===== config.mk =====
export PLATFORM = sky130hd
export DESIGN_NAME = flash_cmd_ctrl
export DESIGN_NICKNAME = d
export VERILOG_FILES = /design/src/rtl/fcmd_pkg.sv /design/src/rtl/fcmd_wsm.sv /design/src/rtl/fcmd_store.sv /design/src/rtl/fcmd_decode.sv /design/src/rtl/flash_cmd_ctrl.sv
export SDC_FILE = /design/constraint.sdc
export NUM_CORES = 1
export LEC_CHECK = 0
export BUFFER_PORTS_ARGS = -buffer_cell sky130_fd_sc_hd__clkbuf_2
export CAP_MARGIN = 25
export CORE_UTILIZATION = 35
export DETAILED_ROUTE_END_ITERATION = 8
export MAX_ROUTING_LAYER = met4
export SYNTH_ARGS = -nofsm -noshare
export SYNTH_HDL_FRONTEND = slang
export SYNTH_HIERARCHICAL = 1
export SYNTH_SLANG_ARGS = --single-unit

===== constraint.sdc =====
create_clock -name clk -period 3.2 [get_ports clk]
set_input_delay 0.48 -clock clk [delete_from_list [all_inputs] [get_ports clk]]
set_output_delay 0.48 -clock clk [all_outputs]
set_load 0.005 [all_outputs]

===== src/rtl/fcmd_pkg.sv =====
package fcmd_pkg;

    localparam logic [7:0] CMD_RD_ARRAY = 8'hFF;
    localparam logic [7:0] CMD_RD_IDENT = 8'h90;
    localparam logic [7:0] CMD_RD_STAT  = 8'h70;
    localparam logic [7:0] CMD_CLR_STAT = 8'h50;
    localparam logic [7:0] CMD_ER_SETUP = 8'h20;
    localparam logic [7:0] CMD_CONFIRM  = 8'hD0;
    localparam logic [7:0] CMD_SUSPEND  = 8'hB0;

    localparam logic [15:0] ID_MAKER  = 16'h00B0;
    localparam logic [15:0] ID_DEVICE = 16'h0050;

    typedef enum logic [1:0] {
        SRC_ARRAY  = 2'd0,
        SRC_IDENT  = 2'd1,
        SRC_STATUS = 2'd2
    } rd_src_e;

    typedef struct packed {
        logic erase_fail;
        logic seq_fail;
        logic volt_fail;
        logic lock_fail;
    } sticky_t;

    function automatic logic [7:0] pack_status(input logic ready,
                                               input logic paused,
                                               input sticky_t s);
        return {ready, paused, s.erase_fail, s.seq_fail, s.volt_fail,
                1'b0, s.lock_fail, 1'b0};
    endfunction

endpackage


===== src/rtl/fcmd_wsm.sv =====
module fcmd_wsm
    import fcmd_pkg::*;
#(
    parameter int ERASE_CYC = 40,
    parameter int BIW       = 2
) (
    input  logic           clk,
    input  logic           rst,
    input  logic           start,
    input  logic [BIW-1:0] start_blk,
    input  logic           pause_req,
    input  logic           resume_req,
    output logic           running,
    output logic           paused,
    output logic           done,
    output logic [BIW-1:0] done_blk
);
    localparam int CW = (ERASE_CYC > 2) ? $clog2(ERASE_CYC) : 1;
    localparam logic [CW-1:0] LAST = CW'(ERASE_CYC - 1);

    logic [CW-1:0] cnt;

    always_ff @(posedge clk) begin
        if (rst) begin
            running  <= 1'b0;
            paused   <= 1'b0;
            done     <= 1'b0;
            cnt      <= '0;
            done_blk <= '0;
        end else begin
            done <= 1'b0;
            if (start && !running) begin
                running  <= 1'b1;
                paused   <= 1'b0;
                cnt      <= '0;
                done_blk <= start_blk;
            end else if (running) begin
                if (paused) begin
                    if (resume_req) paused <= 1'b0;
                end else if (pause_req) begin
                    paused <= 1'b1;
                end else if (cnt == LAST) begin
                    running <= 1'b0;
                    done    <= 1'b1;
                end else begin
                    cnt <= cnt + 1'b1;
                end
            end
        end
    end

    AST_PAUSE_NEEDS_RUN: assert property (@(posedge clk) disable iff (rst)
        paused |-> running);
    AST_TIMER_FROZEN: assert property (@(posedge clk) disable iff (rst)
        (paused && !resume_req) |=> $stable(cnt));
    AST_DONE_ENDS_RUN: assert property (@(posedge clk) disable iff (rst)
        done |-> (!running && $past(running)));

endmodule


===== src/rtl/fcmd_store.sv =====
module fcmd_store
    import fcmd_pkg::*;
#(
    parameter int AW                 = 6,
    parameter int BLK_W              = 4,
    parameter logic [15:0] INIT_WORD = 16'h1234,
    parameter int NBLK               = 4,
    parameter logic [NBLK-1:0] LOCK_INIT = 4'b0010
) (
    input  logic                      clk,
    input  logic                      rst,
    input  logic                      erase_go,
    input  logic [AW-BLK_W-1:0]       erase_blk,
    input  logic [AW-1:0]             rd_addr,
    output logic [15:0]               rd_word,
    output logic [NBLK-1:0]           locked
);
    localparam int DEPTH = 1 << AW;

    logic [15:0] mem [DEPTH];

    assign locked  = LOCK_INIT;
    assign rd_word = mem[rd_addr];

    for (genvar w = 0; w < DEPTH; w++) begin : g_word
        localparam logic [AW-1:0] WA = AW'(w);
        always_ff @(posedge clk) begin
            if (rst)
                mem[w] <= INIT_WORD;
            else if (erase_go && (WA[AW-1:BLK_W] == erase_blk))
                mem[w] <= 16'hFFFF;
        end
    end

    AST_NO_LOCKED_ERASE: assert property (@(posedge clk) disable iff (rst)
        erase_go |-> !locked[erase_blk]);

endmodule


===== src/rtl/fcmd_decode.sv =====
module fcmd_decode
    import fcmd_pkg::*;
#(
    parameter int BIW  = 2,
    parameter int NBLK = 4
) (
    input  logic            clk,
    input  logic            rst,
    input  logic            pwrdn,
    input  logic            wr_en,
    input  logic [7:0]      wr_cmd,
    input  logic [BIW-1:0]  blk,
    input  logic            rd_n,
    input  logic [NBLK-1:0] locked,
    input  logic            running,
    input  logic            paused,
    output rd_src_e         src,
    output logic            start,
    output logic            pause_req,
    output logic            resume_req,
    output logic [7:0]      stat_held
);
    rd_src_e src_nxt;
    sticky_t sticky, set_bits;
    logic    pend, pend_nxt, clr, busy, rd_prev;
    logic [7:0] stat_live;

    assign busy      = running && !paused;
    assign stat_live = pack_status(!busy, paused, sticky);

    always_comb begin
        src_nxt    = src;
        pend_nxt   = pend;
        start      = 1'b0;
        pause_req  = 1'b0;
        resume_req = 1'b0;
        clr        = 1'b0;
        set_bits   = '0;
        if (pwrdn) begin
            src_nxt  = SRC_ARRAY;
            pend_nxt = 1'b0;
        end else if (wr_en) begin
            pend_nxt = 1'b0;
            if (pend) begin
                src_nxt = SRC_STATUS;
                if (wr_cmd == CMD_CONFIRM) begin
                    if (locked[blk]) set_bits.lock_fail = 1'b1;
                    else             start = 1'b1;
                end else begin
                    set_bits.seq_fail   = 1'b1;
                    set_bits.erase_fail = 1'b1;
                end
            end else begin
                case (wr_cmd)
                    CMD_RD_ARRAY: if (!busy) src_nxt = SRC_ARRAY;
                    CMD_RD_IDENT: src_nxt = SRC_IDENT;
                    CMD_RD_STAT:  src_nxt = SRC_STATUS;
                    CMD_CLR_STAT: if (!paused) clr = 1'b1;
                    CMD_ER_SETUP: if (!running) begin
                        pend_nxt = 1'b1;
                        src_nxt  = SRC_STATUS;
                    end
                    CMD_SUSPEND: if (busy) begin
                        pause_req = 1'b1;
                        src_nxt   = SRC_STATUS;
                    end
                    CMD_CONFIRM: begin
                        if (paused) resume_req = 1'b1;
                        src_nxt = SRC_STATUS;
                    end
                    default: ;
                endcase
            end
        end
    end

    always_ff @(posedge clk) begin
        if (rst) begin
            src       <= SRC_ARRAY;
            pend      <= 1'b0;
            sticky    <= '0;
            rd_prev   <= 1'b1;
            stat_held <= 8'h80;
        end else begin
            src     <= src_nxt;
            pend    <= pend_nxt;
            sticky  <= clr ? sticky_t'('0) : (sticky | set_bits);
            rd_prev <= rd_n;
            if (!rd_n && rd_prev) stat_held <= stat_live;
        end
    end

    AST_ARRAY_REFUSED_BUSY: assert property (@(posedge clk) disable iff (rst)
        (!pwrdn && wr_en && !pend && wr_cmd == CMD_RD_ARRAY && busy)
        |=> $stable(src));
    AST_SRC_HOLDS: assert property (@(posedge clk) disable iff (rst)
        (!pwrdn && !wr_en) |=> $stable(src));
    AST_STICKY_ONLY_CLEAR: assert property (@(posedge clk) disable iff (rst)
        !(wr_en && wr_cmd == CMD_CLR_STAT)
        |=> ((sticky & $past(sticky)) == $past(sticky)));
    AST_CLEAR_REFUSED_PAUSE: assert property (@(posedge clk) disable iff (rst)
        (!pwrdn && wr_en && !pend && wr_cmd == CMD_CLR_STAT && paused)
        |=> $stable(sticky));
    AST_HELD_FROZEN: assert property (@(posedge clk) disable iff (rst)
        (!rd_n && !rd_prev) |=> $stable(stat_held));

endmodule


===== src/rtl/flash_cmd_ctrl.sv =====
module flash_cmd_ctrl
    import fcmd_pkg::*;
#(
    parameter int AW                 = 6,
    parameter int BLK_W              = 4,
    parameter int ERASE_CYC          = 40,
    parameter logic [15:0] INIT_WORD = 16'h1234,
    parameter logic [3:0] LOCK_INIT  = 4'b0010,
    parameter logic PERM_LOCK        = 1'b0
) (
    input  logic          clk,
    input  logic          rst,
    input  logic          pwrdn,
    input  logic          wr_en,
    input  logic [7:0]    wr_cmd,
    input  logic [AW-1:0] addr,
    input  logic          rd_n,
    output logic [15:0]   rdata
);
    localparam int BIW  = AW - BLK_W;
    localparam int NBLK = 1 << BIW;

    rd_src_e         src;
    logic            start, pause_req, resume_req;
    logic            running, paused, done;
    logic [BIW-1:0]  done_blk;
    logic [NBLK-1:0] locked;
    logic [15:0]     arr_word, id_word;
    logic [7:0]      stat_held;
    logic [BLK_W-1:0] offs;

    assign offs = addr[BLK_W-1:0];

    fcmd_decode #(.BIW(BIW), .NBLK(NBLK)) u_dec (
        .clk(clk), .rst(rst), .pwrdn(pwrdn), .wr_en(wr_en), .wr_cmd(wr_cmd),
        .blk(addr[AW-1:BLK_W]), .rd_n(rd_n), .locked(locked),
        .running(running), .paused(paused), .src(src), .start(start),
        .pause_req(pause_req), .resume_req(resume_req), .stat_held(stat_held)
    );

    fcmd_wsm #(.ERASE_CYC(ERASE_CYC), .BIW(BIW)) u_wsm (
        .clk(clk), .rst(rst), .start(start), .start_blk(addr[AW-1:BLK_W]),
        .pause_req(pause_req), .resume_req(resume_req), .running(running),
        .paused(paused), .done(done), .done_blk(done_blk)
    );

    fcmd_store #(.AW(AW), .BLK_W(BLK_W), .INIT_WORD(INIT_WORD),
                 .NBLK(NBLK), .LOCK_INIT(NBLK'(LOCK_INIT))) u_store (
        .clk(clk), .rst(rst), .erase_go(done), .erase_blk(done_blk),
        .rd_addr(addr), .rd_word(arr_word), .locked(locked)
    );

    always_comb begin
        id_word = 16'h0000;
        if (addr == AW'(0))            id_word = ID_MAKER;
        else if (addr == AW'(1))       id_word = ID_DEVICE;
        else if (offs == BLK_W'(2))    id_word = {15'b0, locked[addr[AW-1:BLK_W]]};
        else if (offs == BLK_W'(3))    id_word = {15'b0, PERM_LOCK};
    end

    always_comb begin
        case (src)
            SRC_IDENT:  rdata = id_word;
            SRC_STATUS: rdata = {8'h00, stat_held};
            default:    rdata = arr_word;
        endcase
    end

endmodule


Yosys cells after proc, flatten, opt, wreduce, memory -nomap -nowiden:

Memories as Yosys holds them, arrays and structs flattened.
Cells that the tools add are included.

* multiplexer cells: 130
* order comparisons: 1
* $add $sub $neg: 1
* bitwise gates (word level): 69
* equality and inequality tests: 18
* reduce and logical (&&, ||, !) cells: 21

Operator list (number)
* 2-to-1 mux 11 bit: 64
* bitwise OR 1 bit: 64
* 2-to-1 mux 1 bit: 53
* == test 8 bit, second input constant: 4
* case mux 16 bit (2 select lines): 1
* == test 8 x 7 -> 1 bit, second input constant: 2
* 2-to-1 mux 2 bit: 8
* case mux 2 bit (5 select lines): 1
* == test 8 x 6 -> 1 bit, second input constant: 1
* 2-to-1 mux 8 bit: 1
* OR reduction 2 bit: 4
* logical AND 1 bit: 7
* 2-to-1 mux 7 bit: 1
* adder 6 x 1 -> 6 bit, second input constant: 1
* == test 6 x 1 -> 1 bit, second input constant: 1
* == test 6 bit, second input constant: 1
* logical NOT 6 bit: 1
* nonzero test 6 bit: 1
* AND reduction 5 bit: 1
* OR reduction 5 bit: 1
* == test 2 bit, first input constant: 2
* == test 4 x 2 -> 1 bit, second input constant: 1
* logical NOT 1 bit: 4
* inverter 1 bit: 4
* 11 further kinds: 11

* word-level logic and storage cells: 254
* memories kept: 1
* bits in registers: 25
* bits in writable memories: 704

Memories
* u_store.mem: depth 64, width 11, rd ports 1, clocked after memory_dff 0, wr ports 64, RTL line fcmd_store.sv:20 `logic [15:0] mem [DEPTH];`

Longest topological paths before layout:

* word-level depth: 11
* gate-level depth with buffers: 8
* gate-level depth less buffers: 7

By module:

The synthesis kept the hierarchy.

Modules (own cells, without submodules)
* fcmd_decode: cells an instance 94, area an instance 758.2 um2, times used 1
* fcmd_wsm: cells an instance 54, area an instance 504.2 um2, times used 1
* fcmd_store: cells an instance 44, area an instance 414.1 um2, times used 1
* flash_cmd_ctrl: cells an instance 33, area an instance 262.8 um2, times used 1

Least setup slack after synthesis:

Ideal clock, no wire load.

* path type: input-to-output
* from: input addr[1]
* to: output rdata[0]
* slack: 0.660 ns
* buffers on the path: 0
* stages: 4
* data arrival time: 2.060 ns
* cells stage by stage: nor4_1 -> mux2_1 -> mux4_2 -> a221o_2

* elaborated cells on any way between the ends: 8
* those cells by class: eq/ne (2); mux (4); reduce/logical (1); memory (1)

RTL lines
* start: declaration: RTL line flash_cmd_ctrl.sv:16 `input logic [AW-1:0] addr,`
* memory (64 x 11 bit)
* net arr_word[0]: RTL line flash_cmd_ctrl.sv:28 `logic [15:0] arr_word, id_word;`
* case mux 16 bit (2 select lines): RTL line flash_cmd_ctrl.sv:62 `case (src)`
* end: declaration: RTL line flash_cmd_ctrl.sv:18 `output logic [15:0] rdata`

The timed path passes the listed nets, and every way through them passes these cells.

Worst setup path after layout:

Same ends and word-level chain as after synthesis.

==> impl_metrics.toml <==
[outcome]
status = "finished clean"

[sta]
post-route-period-util = 0.8792
timing_hold_violations_final = 0
setup_viol = 0
fin_tns_setup_ps = 0
finalCriticalPeriod_ps = 2813
setup_ws_ps = 386.6
clock.fmax_mhz = 355.4
rsz0062_at_grt = "no"
final_max_slew_viol_count = 0
worstMarginPinSlew_ps = 574.3
skew_ps = 4.194
slew_headroom = 0.6163

[grt]
grt_max_degree = 22
antenna_found_initial = 0
grt_overflow = 0
grt_pass1_wl_mm = 6.244
grt_use_total = 0.1344
grt_pass1_vias = 1383

[floorplanning]
core_mm2 = 0.005238
fp.dieH_um = 76.44
die_width_um = 76.44
start_util = 0.3703
io_pins = 35
dieArea_mm2 = 0.005843
rows = 26

[clock_network]
clk_pin_slew_ps = 90
cts_root_buf = "clkbuf_8"
cts_tree = "built"
cts_buffers = 3
postCtsSetupRepairBufs = 0
hold_buffers = 0
h-tree-depth = 1
cts_sinks = 28
cts_resized = 0
clk_latency_ps = 270
cts_buffer_depth = 2

[drt]
first_pass_iters = 4
wirelength_met1_mm = 1.760
drc = 0
dr_wl_met2_mm = 1.637
top_layer = "met4"
avgViaCountPerCell = 4.962
finalWirelength_mm = 3.606
num_vias = 1548
wl_met3_um = 170
drtIter0Drc = 85
detail-route-antenna-nets = 0
drt-wirelength-per-cell_um = 11.56

[yosys]
synth_cells = 225
yosys-top-cells-area = "dfxtp_1, buf_4, edfxtp_1"
yosys_warnings = 6
synth-edff-count = 4
synth.avg_cell_area_um2 = 8.619
yosysUniqueCellTypes = 58
ys_async_sr_fraction = 0
synth_top_area_frac = 0.2477
synth-main-ff-cell = "dfxtp_1"
ys_ff_latch = 28
yosysSeqAreaShare = 0.3097
yosys.area.top_type = "dfxtp_1"
synth_area_mm2 = 0.001939

[worst_setup_path]
crit_type = "input pin to primary output"
critPathArrivalTime_ps = 2330
cp-start-kind = "input pin"
worstPathRequired_ps = 2720
end_kind = "primary output"
cp_max_fo = 11

[pwr]
ir_drop_uv = 152.3
p_leak_nw = 0.8485
pwr_density_cell_mw_per_mm2 = 350.2

[final_layout]
utilization = 0.3994
nets = 265
drive_above_1_share = 0.2273
diodes = 0
layout_commonest_cell = "clkbuf_2"
n_fill_cell = 540
syn2layout_area_growth_pct = 7.871
final_cell_mix = "clkbuf_2, dfxtp_1, nor2_1"

[placed_design]
numPortBuffers = 34
place_ws_ps = 377.4
hpwlAfterDp_mm = 2.781
gp_congestion = 0.8536

[hold_path]
hold_class = "input pin to flip-flop"

[flow_run]
maxCapViolCount = 0
## cell families after synthesis
logic type	count (synthesis)	share of synthesized area
xor gates and xnor gates	2	0.009034
muxes	14	0.09226
adders and majority gates	3	0.01936
DFF	28	0.3097
other	3	0.005806
and+or+nand+nor	88	0.2664
buffers and inverters	42	0.1355
AOI/OAI and AO/OA	45	0.1619
## cells in the mapped netlist, types with 2 or more instances
library cell / number
buf_4: 24
dfxtp_1: 24
nor2_1: 16
a21oi_1: 11
nand2_1: 11
mux2i_1: 10
and2_1: 9
inv_1: 9
nand3_1: 9
clkbuf_1: 6
nor3_1: 6
a211oi_1: 4
a22oi_1: 4
and3_1: 4
edfxtp_1: 4
nand2b_1: 4
nor2b_1: 4
nor4_1: 4
conb_1: 3
ha_1: 3
mux4_2: 3
o21ai_1: 3
o31ai_1: 3
a22o_2: 2
a41oi_1: 2
buf_6: 2
nand3b_1: 2
nand4b_1: 2
nor3b_1: 2
o211ai_1: 2
o21a_1: 2
o21ai_0: 2
o21bai_1: 2
or3_1: 2
or4_4: 2
## routing by layer
metal / GRT usage / vias up
li1: - / 817
met1: 0.1654 / 685
met2: 0.2225 / 41
met3: 0.02515 / 5
met4: 0.04038 / 0
met5: - / -
## per-stage QoR
stage               power [mW]  hold slack (ps)  area, µm²  std cells
finish                  0.7326            411.0       2092        312
global placement        0.4668            452.7       2021        308
global route            0.7705            396.8       2092        312
floorplan               0.4531            432.9       1973        234
CTS                     0.7425            408.9       2092        312
detailed placement      0.4668            466.5       2021        308
## sequential cells by signal, summed over array words and instances (netlist names)
| signal | count |
|---|---|
| u_dec/pend | 1 |
| u_dec/rd_prev | 1 |
| u_dec/src | 2 |
| u_dec/stat_held | 5 |
| u_dec/stat_live | 3 |
| u_store/mem | 5 |
| u_wsm/cnt | 6 |
| u_wsm/done | 1 |
| u_wsm/done_blk | 2 |
| u_wsm/paused | 1 |
| u_wsm/running | 1 |
## power breakdown
part,leakage (nW),internal [mW],switching [mW]
Sequential,0.234,0.358,0.000611
Clock,0.0357,0.167,0.106
Combinational,0.579,0.0481,0.0518
Total,0.849,0.574,0.159
## path summary, 6_finish.rpt
kind                            slack (ps)                     startpoint  depth (start not counted)                       endpoint
worst max register to register        1140        u_dec/pend$_SDFFE_PP0P_                          6      u_wsm/paused$_SDFFE_PP0P_
worst min register to register         490  u_dec/stat_live[4]$_SDFF_PP0_                          1  u_dec/stat_live[4]$_SDFF_PP0_
worst min-delay path                   410                           rd_n                          2       u_dec/rd_prev$_SDFF_PP1_
worst max-delay path                   390                        addr[1]                          6                       rdata[0]
## area by class of cell
| class | instances | area, µm² | share of cell area |
|---|---|---|---|
| repair buffers | 36 | 185.2 | 0.08852 |
| clock buffers | 3 | 41.29 | 0.01974 |
| flip-flops and latches | 28 | 600.6 | 0.2871 |
| multi-input cells | 164 | 1110 | 0.5305 |
| inverters | 10 | 37.54 | 0.01794 |
| clock inverters | 1 | 30.03 | 0.01435 |
| well taps | 70 | 87.58 | 0.04187 |
## critical path, stage by stage
cell and delay, ps:
clkbuf_2 100, nor4_1 320, mux2_1 350, mux4_2 560
a221o_2 410, clkbuf_2 110
Note: power is estimated with default switching activity, not from simulation.
